**src/rtl/gpx_pkg.sv**
```systemverilog
package gpx_pkg;

    localparam int unsigned GPX_WIDTH = 8;
    localparam int unsigned GPX_IDX_W = 2;
    localparam int unsigned GPX_SYNC_STAGES = 2;

    typedef enum logic [GPX_IDX_W-1:0] {
        REG_IN  = 2'd0,
        REG_OUT = 2'd1,
        REG_POL = 2'd2,
        REG_DIR = 2'd3
    } gpx_reg_e;

    typedef struct packed {
        logic     en;
        gpx_reg_e idx;
    } gpx_cmd_t;

    function automatic gpx_cmd_t make_cmd(input logic en, input logic [GPX_IDX_W-1:0] idx);
        gpx_cmd_t c;
        c.en  = en;
        c.idx = gpx_reg_e'(idx);
        return c;
    endfunction

    function automatic logic hits(input gpx_cmd_t c, input gpx_reg_e r);
        return c.en && (c.idx == r);
    endfunction

endpackage

```
**src/rtl/gpx_sync.sv**
```systemverilog
module gpx_sync #(
    parameter int unsigned W      = gpx_pkg::GPX_WIDTH,
    parameter int unsigned STAGES = gpx_pkg::GPX_SYNC_STAGES
) (
    input  logic         clk,
    input  logic         rst,
    input  logic [W-1:0] d,
    output logic [W-1:0] q
);
    logic [W-1:0] stage [STAGES];

    always_ff @(posedge clk) begin
        if (rst) stage[0] <= '1;
        else     stage[0] <= d;
    end

    for (genvar s = 1; s < int'(STAGES); s++) begin : g_stage
        always_ff @(posedge clk) begin
            if (rst) stage[s] <= '1;
            else     stage[s] <= stage[s-1];
        end
    end

    assign q = stage[STAGES-1];
endmodule

```
**src/rtl/gpx_regs.sv**
```systemverilog
module gpx_regs
    import gpx_pkg::*;
#(
    parameter int unsigned W = GPX_WIDTH
) (
    input  logic         clk,
    input  logic         rst,
    input  gpx_cmd_t     wr_cmd,
    input  logic [W-1:0] wr_data,
    input  gpx_reg_e     rd_sel,
    input  logic [W-1:0] pins_sync,
    output logic [W-1:0] dir_q,
    output logic [W-1:0] rd_data,
    output logic [W-1:0] pin_oe,
    output logic [W-1:0] pin_out
);
    logic [W-1:0] out_q;
    logic [W-1:0] pol_q;

    always_ff @(posedge clk) begin
        if (rst) begin
            out_q <= '1;
            pol_q <= '0;
            dir_q <= '1;
        end else begin
            if (hits(wr_cmd, REG_OUT)) out_q <= wr_data;
            if (hits(wr_cmd, REG_POL)) pol_q <= wr_data;
            if (hits(wr_cmd, REG_DIR)) dir_q <= wr_data;
        end
    end

    always_comb begin
        unique case (rd_sel)
            REG_IN:  rd_data = pins_sync ^ pol_q;
            REG_OUT: rd_data = out_q;
            REG_POL: rd_data = pol_q;
            REG_DIR: rd_data = dir_q;
            default: rd_data = '0;
        endcase
    end

    for (genvar b = 0; b < int'(W); b++) begin : g_pin
        assign pin_oe[b]  = ~dir_q[b];
        assign pin_out[b] = dir_q[b] ? 1'b0 : out_q[b];
    end

    assert_idx0_ignored_R4: assert property (@(posedge clk) disable iff (rst)
        (wr_cmd.en && wr_cmd.idx == REG_IN) |=> ($stable(out_q) && $stable(pol_q) && $stable(dir_q)));

    assert_out_write_R2: assert property (@(posedge clk) disable iff (rst)
        (wr_cmd.en && wr_cmd.idx == REG_OUT) |=> (out_q == $past(wr_data)));

    assert_dir_drives_oe_R6: assert property (@(posedge clk) disable iff (rst)
        (wr_cmd.en && wr_cmd.idx == REG_DIR) |=> (pin_oe == ~$past(wr_data)));
endmodule

```
**src/rtl/gpx_irq.sv**
```systemverilog
module gpx_irq #(
    parameter int unsigned W = gpx_pkg::GPX_WIDTH
) (
    input  logic         clk,
    input  logic         rst,
    input  logic         snap_take,
    input  logic [W-1:0] pins_sync,
    input  logic [W-1:0] dir_q,
    output logic         irq_n
);
    logic [W-1:0] snap_q;
    logic [W-1:0] diff;
    logic         irq_n_q;

    always_ff @(posedge clk) begin
        if (rst)            snap_q <= '1;
        else if (snap_take) snap_q <= pins_sync;
    end

    for (genvar b = 0; b < int'(W); b++) begin : g_cmp
        assign diff[b] = dir_q[b] & (pins_sync[b] ^ snap_q[b]);
    end

    always_ff @(posedge clk) begin
        if (rst)            irq_n_q <= 1'b1;
        else if (snap_take) irq_n_q <= 1'b1;
        else                irq_n_q <= ~(|diff);
    end

    assign irq_n = irq_n_q;

    assert_read_clears_R9: assert property (@(posedge clk) disable iff (rst)
        snap_take |=> irq_n);

    assert_snap_load_R9: assert property (@(posedge clk) disable iff (rst)
        snap_take |=> (snap_q == $past(pins_sync)));

    assert_outputs_quiet_R10: assert property (@(posedge clk) disable iff (rst)
        (dir_q == '0) |=> irq_n);

    assert_snap_hold_R12: assert property (@(posedge clk) disable iff (rst)
        !snap_take |=> $stable(snap_q));
endmodule

```
**src/rtl/gpx_port.sv**
```systemverilog
module gpx_port
    import gpx_pkg::*;
#(
    parameter int unsigned W = GPX_WIDTH
) (
    input  logic                 clk,
    input  logic                 rst,
    input  logic                 wr_en,
    input  logic [GPX_IDX_W-1:0] wr_idx,
    input  logic [W-1:0]         wr_data,
    input  logic                 rd_en,
    input  logic [GPX_IDX_W-1:0] rd_idx,
    output logic [W-1:0]         rd_data,
    input  logic [W-1:0]         pin_in,
    output logic [W-1:0]         pin_oe,
    output logic [W-1:0]         pin_out,
    output logic                 irq_n
);
    gpx_cmd_t     wr_cmd;
    gpx_cmd_t     rd_cmd;
    logic [W-1:0] pins_sync;
    logic [W-1:0] dir_q;

    assign wr_cmd = make_cmd(wr_en, wr_idx);
    assign rd_cmd = make_cmd(rd_en, rd_idx);

    gpx_sync #(.W(W), .STAGES(GPX_SYNC_STAGES)) u_sync (
        .clk (clk),
        .rst (rst),
        .d   (pin_in),
        .q   (pins_sync)
    );

    gpx_regs #(.W(W)) u_regs (
        .clk       (clk),
        .rst       (rst),
        .wr_cmd    (wr_cmd),
        .wr_data   (wr_data),
        .rd_sel    (rd_cmd.idx),
        .pins_sync (pins_sync),
        .dir_q     (dir_q),
        .rd_data   (rd_data),
        .pin_oe    (pin_oe),
        .pin_out   (pin_out)
    );

    gpx_irq #(.W(W)) u_irq (
        .clk       (clk),
        .rst       (rst),
        .snap_take (hits(rd_cmd, REG_IN)),
        .pins_sync (pins_sync),
        .dir_q     (dir_q),
        .irq_n     (irq_n)
    );

    assert_oe_out_R6: assert property (@(posedge clk) disable iff (rst)
        ((pin_out & ~pin_oe) == '0));
endmodule

```
**config.mk**
```make
export PLATFORM = sky130hd
export DESIGN_NAME = gpx_port
export DESIGN_NICKNAME = d
export VERILOG_FILES = /design/src/rtl/gpx_pkg.sv /design/src/rtl/gpx_sync.sv /design/src/rtl/gpx_regs.sv /design/src/rtl/gpx_irq.sv /design/src/rtl/gpx_port.sv
export SDC_FILE = /design/constraint.sdc
export NUM_CORES = 1
export LEC_CHECK = 0
export ABC_AREA = 1
export BUFFER_PORTS_ARGS = -buffer_cell sky130_fd_sc_hd__buf_2
export CORE_UTILIZATION = 57
export CTS_BUF_LIST = sky130_fd_sc_hd__clkbuf_16
export DETAILED_ROUTE_END_ITERATION = 10
export PLACE_DENSITY = 0.95
export RECOVER_POWER = 100
export SLEW_MARGIN = 20
export SYNTH_ARGS = -nofsm -noshare
export SYNTH_HDL_FRONTEND = slang
export SYNTH_SLANG_ARGS = --single-unit
```
**constraint.sdc**
```tcl
create_clock -name clk -period 2.3 [get_ports clk]
set_clock_uncertainty 0.05 [all_clocks]
set_input_delay 0.345 -clock clk [delete_from_list [all_inputs] [get_ports clk]]
set_output_delay 0.345 -clock clk [all_outputs]
set_load 0.01 [all_outputs]
```
Word-level counts from Yosys, hierarchy flattened
Memory sizes are Yosys's and may differ from the RTL's.
Index checks and enable logic that the tools add are counted.
{"block": "word_totals", "ff_bits": 33, "mem_bits_rw": 16, "word_cells": 61, "mem_count": 1}
{"block": "op_classes", "n_eq_ne": 6, "mux": 14, "n_bitwise": 28, "reduce_logical": 7}
{"name": "u_sync.stage", "words": 2, "width": 8, "rd": 2, "rd_clocked_by_memory_dff": 0, "write_ports": 2, "line": "gpx_sync.sv:10", "rtl": "logic [W-1:0] stage [STAGES];"}
{"op": "$pmux 8 s4", "n": 1}
{"op": "$mux 8", "n": 2}
{"op": "$mux 1", "n": 11}
{"op": "$not 1->1", "n": 9}
{"op": "$and 1x1->1", "n": 8}
{"op": "$eq 2x2->1 const B", "n": 4}
{"op": "$reduce_or 8->1", "n": 1}
{"op": "$xor 1x1->1", "n": 8}
{"op": "$xor 8x8->8", "n": 1}
{"op": "$eq 2x1->1 const B", "n": 2}
{"op": "$logic_and 1x1->1", "n": 4}
{"op": "$logic_not 2->1", "n": 1}
{"op": "$or 1x1->1", "n": 2}
{"op": "$reduce_or 2->1", "n": 1}

Logic depth before layout (Yosys ltp)
Gate-level depths: netlist of run 1.
{"block": "logic_depth", "ltp_word": 4, "ltp_mapped": 7}

Cells and area by module
From an unflattened synthesis of run 1, not the netlist that was laid out.
{"block": "unflattened", "cells_unflattened": 349, "area_unflattened_um2": 2353.5}
{"mod": "gpx_regs", "instances": 1, "cells_each": 219, "area_per_inst_um2": 1388.8, "seq_area_each_um2": 480.5}
{"mod": "gpx_irq", "instances": 1, "cells_each": 77, "area_per_inst_um2": 495.5, "seq_area_each_um2": 180.2}
{"mod": "gpx_sync", "instances": 1, "cells_each": 50, "area_per_inst_um2": 455.4, "seq_area_each_um2": 320.3}
{"mod": "gpx_port", "instances": 1, "cells_each": 3, "area_per_inst_um2": 13.8, "seq_area_each_um2": 0.0}

Least setup slack after synthesis of run 1
No wires, ideal clock.
{"block": "synth_timing", "path_kind": "input port to output port", "start": "input port rd_idx[0]", "end": "output port rd_data[0]", "arrival_ns": 0.892, "path_slack_ns": 1.013, "cell_stages": 3, "path_buffers": 0, "cell_sequence": "nor2_4 inv_1 o21ai_0"}
{"block": "synth_between", "elab_chain_cells": 2}
{"element": "from (decl)", "line": "gpx_port.sv:12", "rtl": "input logic [GPX_IDX_W-1:0] rd_idx,"}
{"element": "$eq 2x2->1 (tied with other cells)", "line": "gpx_regs.sv:33", "rtl": "unique case (rd_sel)"}
{"element": "$pmux 8 s4 *", "line": "gpx_regs.sv:33"}
{"element": "to (decl)", "line": "gpx_port.sv:13", "rtl": "output logic [W-1:0] rd_data,"}
Mark *: on every way between the ends. The rest lies on a longest branch, timed or not.

Worst setup path in the final report of run 1
{"block": "layout_timing", "start": "register u_regs.dir_q[7]", "end": "output port rd_data[7]"}
{"block": "layout_between", "elab_chain_cells": 1}
{"element": "from (decl)", "line": "gpx_regs.sv:12", "rtl": "output logic [W-1:0] dir_q,"}
{"element": "from (signal assigned)", "line": "gpx_regs.sv:28", "rtl": "if (hits(wr_cmd, REG_DIR)) dir_q <= wr_data;"}
{"element": "$pmux 8 s4", "line": "gpx_regs.sv:33"}
No other way between the ends.

==> flow_summary.json, run 1 <==
{
  "gp_congestion": 0.888,
  "cts_max_level": 2,
  "drv_slew": 0,
  "overflow": 0,
  "track_usage_pct": 25.5,
  "min_period_ps": 1670,
  "worstMarginPinSlew_ps": 1000,
  "hold_end": "u_sync.stage[0][3]$_SDFF_PP1_",
  "post-dp-hpwl_um": 3310,
  "synth-async-reset-ratio_pct": 0,
  "drc": 0,
  "postSynthCellCount": 276,
  "clock.fmax_ghz": 0.600,
  "nets": 348,
  "r2r_slack_ps": 1290,
  "cts_hold_buf": 0,
  "nFillCells": 301,
  "synth_top_area_share_pct": 46.1,
  "ir_drop_mv": 0.535,
  "rsz0062_at_grt": "no",
  "post_cts_buffers": 0,
  "timing.hold.ws_ps": 186,
  "final_antenna_net_count": 0,
  "timing.rr.end": "u_irq.irq_n$_SDFF_PP1_",
  "tns_ps": 0,
  "yosysMostFrequentCell": "nand2_1",
  "seq_area_frac_synth_pct": 46.1,
  "wl_per_cell_um": 13.2,
  "synthTopCellsByCount": "nand2_1, dfxtp_1, inv_1",
  "start_util_pct": 61.4,
  "synth_ff_type": "dfxtp_1",
  "insertedDiodeCount": 0,
  "cap_violations": 0,
  "fin_crit_sh_pct": 72.5,
  "synth.largest_area_cell": "dfxtp_1",
  "syn2layout_area_growth_pct": 17.3,
  "drt_iter0_drc": 110,
  "clkTransAtPathRegs_ps": 60,
  "ys_ff_latch": 49,
  "cp.required_ps": 1900,
  "route.vias.total": 1942,
  "die_w_um": 63.1,
  "grt_max_degree": 26,
  "max_stage_delay_ps": 380,
  "clockBufferDepth": 2,
  "clockRootBuffer": "clkbuf_16",
  "dieArea_um2": 3980,
  "clock-sinks": 49,
  "first_pass_iters": 5,
  "avgSynthCellArea_um2": 7.71,
  "ioPinCount": 49,
  "hold_violations": 0,
  "io_buffers": 48,
  "cts_buffers": 5,
  "arrival_ps": 1270,
  "stdcell_count": 371,
  "whs_path_depth": 2,
  "synth_area_um2": 2130,
  "drive_gt1_share_pct": 16.0,
  "slowest_stage": "dfxtp_1",
  "cp_cell_sequence": "inv_1, o22ai_1, nor2_1, o21ai_0, clkbuf_1",
  "grt_pass1_vias": 1699,
  "rows": 21,
  "hold_class": "in2reg",
  "die_y_um": 63.1,
  "ys_warn_count": 0,
  "fin_util_pct": 72.0,
  "cts_tree": "done",
  "critPathLaunchType": "register",
  "reg2reg_depth": 7,
  "total_power_uw": 1950,
  "netlist-cell-type-count": 23,
  "worst-setup-path-type": "reg2out",
  "endpoint_kind": "primary output",
  "wl_um": 4900,
  "status": "complete, no violations",
  "synth.area.top_cells": "dfxtp_1, nand2_1, inv_1",
  "reg2reg_from": "u_sync.stage[1][4]$_SDFF_PP1_",
  "synth-edff-count": 0,
  "grt_antenna_before_repair": 0,
  "setup_viol": 0,
  "synth_nets": 300,
  "cp_max_fo": 3,
  "dpl.cell_count": 363,
  "core_area_um2": 3470,
  "p_leak_uw": 0.00133,
  "viasPerCell": 5.23,
  "max_slew_margin_pct": 33.2,
  "clk_latency_ps": 290,
  "hold_start": "pin_in[3]",
  "cts_resized": 0,
  "grt_first_pass_wirelength_um": 7670,
  "pwr_density_cell_nw_per_um2": 782
}
[layout make-up]
class	instances	area (um^2)	share of cell area (%)
clock buffer	5	125	5.01
timing repair buffer	49	213	8.52
sequential	49	981	39.3
tap	46	57.6	2.30
inverter	44	165	6.61
clock inverter	3	37.5	1.50
multi-input combinational	175	918	36.8
[through the flow]
step | worst slack, ps | instance area [um^2]
floorplan | 1010 | 2130
global placement | 716 | 2370
detailed placement | 701 | 2370
CTS | 647 | 2540
global route | 556 | 2500
finish | 633 | 2500
[power breakdown]
group	leakage, uW	internal, uW	switching (uW)
Clock	0.0000826	505	290
Combinational	0.000842	89.8	144
Sequential	0.000404	893	30.2
[layer usage]
layer,share of wire (%),GRT usage [%],wire [um]
met1,43,30.4,2120
met4,1.9,10.2,93
met5,0,0,0
met3,8.4,8.70,414
met2,46,41.7,2270
[kinds of logic (layout without fill, tap and decap cells)]
group                  count (synthesis)  in the layout  synth area share (%)
AO/OA/AOI/OAI                         57             57                  16.4
XOR/XNOR                               8              8                  3.29
flip-flops                            49             49                  46.1
buffers and inverters                 52            101                  10.6
AND/OR/NAND/NOR                      110            110                  23.6
[how the worst max path moves through the flow]
stage                     slack (ps)                          from  cells past startpoint    endpoint
after floorplan                 1010                     rd_idx[0]                      3  rd_data[0]
after global placement           720                     rd_idx[0]                      5  rd_data[6]
after detailed placement         700                     rd_idx[0]                      5  rd_data[7]
after CTS                        650  u_regs.dir_q[7]$_SDFFE_PP1P_                      5  rd_data[7]
after global routing             560  u_regs.dir_q[7]$_SDFFE_PP1P_                      5  rd_data[7]
final                            630  u_regs.dir_q[7]$_SDFFE_PP1P_                      5  rd_data[7]
[state kept, by name, indices dropped and copies added, names as in the netlist]
name,cells
u_sync.stage,16
u_irq.irq_n,1
u_regs.dir_q,8
u_regs.out_q,8
u_regs.pol_q,8
u_irq.snap_q,8
[layout by cell type (no fill, tap or decap), types with 5 or more instances in the layout]
cell type,n
o211ai_1,16
o21ai_0,20
buf_2,23
clkbuf_1,26
clkbuf_16,5
inv_1,44
a21oi_1,13
nand3_1,8
nor2_1,26
dfxtp_1,49
or2_2,16
nand2_1,54
[worst max-delay path, delay by kind of cell, from the launching register on]
family                 cells  cell delay, ps
and+or+nand+nor            1              50
buffers and inverters      2             280
AOI/OAI and AO/OA          2             270
DFF                        1             380
Note: power is estimated with default switching activity, not from simulation.
==> run 2, diff against run 1 <==
--- a/config.mk
+++ b/config.mk
@@ -7,10 +7,10 @@
 export LEC_CHECK = 0
 export ABC_AREA = 1
 export BUFFER_PORTS_ARGS = -buffer_cell sky130_fd_sc_hd__buf_2
-export CORE_UTILIZATION = 57
+export CORE_UTILIZATION = 48
 export CTS_BUF_LIST = sky130_fd_sc_hd__clkbuf_16
 export DETAILED_ROUTE_END_ITERATION = 10
-export PLACE_DENSITY = 0.95
+export PLACE_DENSITY = 0.86
 export RECOVER_POWER = 100
 export SLEW_MARGIN = 20
 export SYNTH_ARGS = -nofsm -noshare
==> constraint.sdc (replaced) <==
create_clock -name clk -period 1.5 [get_ports clk]
set_clock_uncertainty 0.05 [all_clocks]
set_input_delay 0.225 -clock clk [delete_from_list [all_inputs] [get_ports clk]]
set_output_delay 0.225 -clock clk [all_outputs]
set_load 0.01 [all_outputs]
==> run 2 against run 1 <==
Via count fell by 0.57%; highest routed layer unchanged; utilization fell by 11 points; non-clock buffer count rose by 1; sequential power rose by 54%; sequential cell count did not move; clock power rose by 36%; first-iteration DRC count rose by 75%; cell count rose by 1.3%; critical path depth fell by 1; sequential share of layout area rose by 0.29 points; clock-buffer cell count did not move; largest cell class unchanged; die area rose by 18%.
==> flow_summary.json, run 2 (synthesized netlist as in run 1, its figures left out) <==
{
  "status": "complete, no violations",
  "clock_power_share_pct": 37.8,
  "worst-setup-path-type": "reg2out",
  "endpoint_kind": "primary output",
  "track_usage_pct": 23.3,
  "syn2layout_area_growth_pct": 17.8,
  "start_util_pct": 51.7,
  "wl_um": 4880,
  "total_power_uw": 2860,
  "clkTransAtPathRegs_ps": 60,
  "cap_violations": 0,
  "combPwrFrac_pct": 12.8,
  "drive_gt1_share_pct": 22.7,
  "cts_hold_buf": 0,
  "cp_max_fo": 3,
  "max_slew_margin_pct": 34.8,
  "pwr_density_cell_nw_per_um2": 1140,
  "fin_util_pct": 60.9,
  "grt_pass1_vias": 1690,
  "switching_power_uw": 732,
  "drc": 0,
  "layout_commonest_cell": "nand2_1",
  "clockBufferDepth": 2,
  "wl_per_cell_um": 13.0,
  "grt_antenna_before_repair": 0,
  "ir_drop_mv": 0.832,
  "drt_iter0_drc": 192,
  "seqPwrFrac_pct": 49.5,
  "internal_power_uw": 2130,
  "post-dp-hpwl_um": 3490,
  "largest_reg_flops": 16,
  "max_flop_register": "u_sync.stage",
  "mostFrequentLayoutCells": "nand2_1, inv_1, dfxtp_1",
  "first_pass_iters": 4,
  "setup_viol": 0,
  "tns_ps": 0,
  "nets": 349,
  "grt_max_degree": 27,
  "die_y_um": 68.6,
  "route.vias.total": 1931,
  "swShare_pct": 25.6,
  "cts_buffers": 5,
  "rows": 23,
  "worstMarginPinSlew_ps": 974,
  "ioPinCount": 49,
  "clock.fmax_ghz": 0.679,
  "overflow": 0,
  "dieArea_um2": 4700,
  "rsz0062_at_grt": "no",
  "drv_slew": 0,
  "hold_violations": 0,
  "clockRootBuffer": "clkbuf_16",
  "fin_crit_sh_pct": 98.2,
  "min_period_ps": 1470,
  "cts_tree": "done",
  "viasPerCell": 5.14,
  "critPathLaunchType": "register",
  "clk_latency_ps": 290,
  "cts_max_level": 2,
  "cp.required_ps": 1220,
  "hold_class": "in2reg",
  "core_area_um2": 4120,
  "grt_first_pass_wirelength_um": 7700,
  "clock-sinks": 49,
  "final_antenna_net_count": 0,
  "die_w_um": 68.6,
  "insertedDiodeCount": 0,
  "arrival_ps": 1200,
  "gp_congestion": 1.00,
  "io_buffers": 48,
  "p_leak_uw": 0.00135
}
## run 2: worst paths after layout
| kind | start | end | slack [ps] | cells after the start |
|---|---|---|---|---|
| setup reg to reg | u_sync.stage[1][7]$_SDFF_PP1_ | u_irq.irq_n$_SDFF_PP1_ | 530 | 7 |
| setup / recovery | u_regs.pol_q[3]$_SDFFE_PP0P_ | rd_data[3] | 30 | 4 |
| hold / removal | pin_in[1] | u_sync.stage[0][1]$_SDFF_PP1_ | 60 | 2 |
| hold reg to reg | u_sync.stage[0][2]$_SDFF_PP1_ | u_sync.stage[1][2]$_SDFF_PP1_ | 360 | 1 |
## run 2: power by group through the flow
stage | Sequential, uW | Clock [uW] | Combinational [uW]
2_1_floorplan | 1430 | 0 | 239
3_3_place_gp | 1440 | 0 | 360
3_5_place_dp | 1440 | 0 | 367
4_1_cts | 1410 | 1100 | 372
5_1_grt | 1420 | 1150 | 409
6_report | 1420 | 1080 | 365
## run 2: layout make-up
class,count,area [um^2]
clock buffers,5,125
multi-input cells,175,911
well taps,50,62.6
inverters,44,165
clock inverters,3,17.5
flip-flops and latches,49,992
fillers,368,1610
repair buffers,50,234
## run 2: metrics by stage
| stage | area (um^2) | std cells | worst slack, ps | hold WS [ps] |
|---|---|---|---|---|
| 6_report | 2510 | 376 | 27.2 | 61.9 |
| 4_1_cts | 2520 | 375 | 3.43 | 55.6 |
| 2_1_floorplan | 2130 | 276 | 453 | 279 |
| 5_1_grt | 2510 | 376 | 1.58 | 55.5 |
| 3_5_place_dp | 2380 | 367 | 162 | 347 |
| 3_3_place_gp | 2380 | 367 | 189 | 344 |
## run 2: per-layer routing
| layer | GRT usage [%] | vias to the layer above | wire length [um] |
|---|---|---|---|
| li1 | - | 977 | - |
| met4 | 11.7 | 0 | 118 |
| met1 | 27.6 | 873 | 2130 |
| met2 | 38.6 | 71 | 2320 |
| met3 | 6.41 | 10 | 317 |
| met5 | 0 | - | 0 |
## run 2: worst max-delay path: stages (launching register included)
cell       delay (ps)
dfxtp_2           350
xor2_1            190
nand2_1            80
o2111ai_1         110
clkbuf_2          180
## run 2: what timing repair did
action	4_1_cts	5_1_grt
resized for setup	2	8
gates cloned	0	0
pin swaps	1	2
setup buffers	0	1
setup endpoints to repair	2	7
==> run 3, diff against run 2 <==
--- a/config.mk
+++ b/config.mk
@@ -7,10 +7,12 @@
 export LEC_CHECK = 0
 export ABC_AREA = 1
 export BUFFER_PORTS_ARGS = -buffer_cell sky130_fd_sc_hd__buf_2
-export CORE_UTILIZATION = 48
-export CTS_BUF_LIST = sky130_fd_sc_hd__clkbuf_16
+export CELL_PAD_IN_SITES_DETAIL_PLACEMENT = 1
+export CELL_PAD_IN_SITES_GLOBAL_PLACEMENT = 1
+export CORE_UTILIZATION = 36
+export CTS_BUF_LIST = sky130_fd_sc_hd__clkbuf_8
 export DETAILED_ROUTE_END_ITERATION = 10
-export PLACE_DENSITY = 0.86
+export PLACE_DENSITY = 0.88
 export RECOVER_POWER = 100
 export SLEW_MARGIN = 20
 export SYNTH_ARGS = -nofsm -noshare
==> run 3 against run 2 <==
Die area increased by 32%; non-clock buffer count increased by 2; critical path depth unchanged; fmax decreased by 1.0%; utilization decreased by 16 points; cell count increased by 6.1%; largest power group unchanged.
==> flow_summary.json, run 3 (synthesized netlist as in run 1, its figures left out) <==
{
  "min_period_ps": 1490,
  "fin_util_pct": 44.8,
  "hold_start": "pin_in[3]",
  "clockBufferDepth": 2,
  "cap_violations": 0,
  "critPathLaunchType": "register",
  "cp_max_fo": 3,
  "endpoint": "rd_data[5]",
  "layout_commonest_cell": "nand2_1",
  "die_w_um": 78.9,
  "grt_pass1_vias": 2004,
  "cp.required_ps": 1220,
  "route.vias.total": 1971,
  "final_antenna_net_count": 0,
  "clk_latency_ps": 300,
  "nets": 351,
  "timing.hold.ws_ps": 50.9,
  "grt_first_pass_wirelength_um": 9520,
  "cts_buffers": 5,
  "hold_violations": 0,
  "hold_class": "in2reg",
  "clock-sinks": 49,
  "dieArea_um2": 6220,
  "drt_iter0_drc": 52,
  "drc": 0,
  "worstMarginPinSlew_ps": 976,
  "rows": 27,
  "worstSetupStartpoint": "u_regs.pol_q[5]$_SDFFE_PP0P_",
  "wl_um": 5880,
  "timing.rr.end": "u_irq.irq_n$_SDFF_PP1_",
  "total_power_uw": 2580,
  "reg2reg_depth": 7,
  "endpoint_kind": "primary output",
  "status": "complete, no violations",
  "clockRootBuffer": "clkbuf_8",
  "cts_tree": "done",
  "worst-setup-path-type": "reg2out",
  "die_y_um": 78.9,
  "fin_crit_sh_pct": 99.2,
  "multiInputGateArea_um2": 927,
  "clkTransAtPathRegs_ps": 90,
  "max_flop_register": "u_sync.stage",
  "post-dp-hpwl_um": 4230,
  "ioPinCount": 49,
  "drv_slew": 0,
  "core_area_um2": 5610,
  "reg2reg_from": "u_sync.stage[1][6]$_SDFF_PP1_",
  "track_usage_pct": 20.1,
  "syn2layout_area_growth_pct": 18.2,
  "p_leak_uw": 0.00134,
  "drive_gt1_share_pct": 24.5,
  "largest_reg_flops": 16,
  "gp_congestion": 0.872,
  "arrival_ps": 1210,
  "io_buffers": 48,
  "pwr_density_cell_nw_per_um2": 1030,
  "dpl.cell_count": 389,
  "wl_per_cell_um": 14.7,
  "setup_viol": 0,
  "first_pass_iters": 4,
  "cts_max_level": 2,
  "max_slew_margin_pct": 34.7,
  "insertedDiodeCount": 0,
  "viasPerCell": 4.94,
  "cts_hold_buf": 0,
  "seqCellArea_um2": 998,
  "clock.fmax_ghz": 0.672,
  "start_util_pct": 38.0,
  "stdcell_count": 399,
  "grt_antenna_before_repair": 0,
  "r2r_slack_ps": 480,
  "nFillCells": 752,
  "grt_max_degree": 27,
  "overflow": 0,
  "ir_drop_mv": 0.551,
  "mostFrequentLayoutCells": "nand2_1, inv_1, dfxtp_1"
}
run 3: routing by layer:
metal	GRT usage [%]	routed length, um	vias to the layer above
li1	-	-	976
met2	36.8	3060	41
met3	3.56	187	7
met1	24.1	2570	947
met5	0	0	-
met4	5.45	63	0
run 3: worst max-delay path, cell delays in order (launching register included):
cell,delay [ps]
dfxtp_1,380
xor2_1,180
nand2_1,80
o2111ai_1,90
buf_2,170
run 3: power by group:
part	internal, uW	leakage (uW)	switching (uW)
logic	153	0.000887	237
clock network	360	0.0000485	420
registers	1370	0.000403	45.2
total	1880	0.00134	703
run 3: layout make-up:
cell class | count | share of cell area [%]
sequential | 49 | 39.7
multi-input combinational | 175 | 36.9
timing repair buffer | 52 | 9.85
inverter | 44 | 6.57
tap | 72 | 3.58
clock buffer | 6 | 3.28
clock inverter | 1 | 0.149
run 3: timing repair:
action                                 in CTS  in global routing
endpoints found under the hold margin       0                  0
gates resized for setup                     7                 13
buffers inserted                            1                  2
setup endpoints to repair                   5                  8
pin swaps                                   1                  2
run 3: worst min-delay path by stage:
stage / slack, ps / endpoint / cells past startpoint
floorplan: 280 / u_sync.stage[0][0]$_SDFF_PP1_ / 1
global placement: 340 / u_sync.stage[1][6]$_SDFF_PP1_ / 1
detailed placement: 350 / u_sync.stage[1][4]$_SDFF_PP1_ / 1
CTS: 50 / u_sync.stage[0][1]$_SDFF_PP1_ / 2
global route: 50 / u_sync.stage[0][4]$_SDFF_PP1_ / 2
finish: 50 / u_sync.stage[0][3]$_SDFF_PP1_ / 2
run 3: through the flow:
step,setup WS (ps),setup TNS (ps),area [um^2]
2_1_floorplan,453,0,2130
3_3_place_gp,132,0,2410
3_5_place_dp,76.0,0,2410
4_1_cts,5.54,0,2510
5_1_grt,-17.3,-17.5,2510
6_report,11.8,0,2510
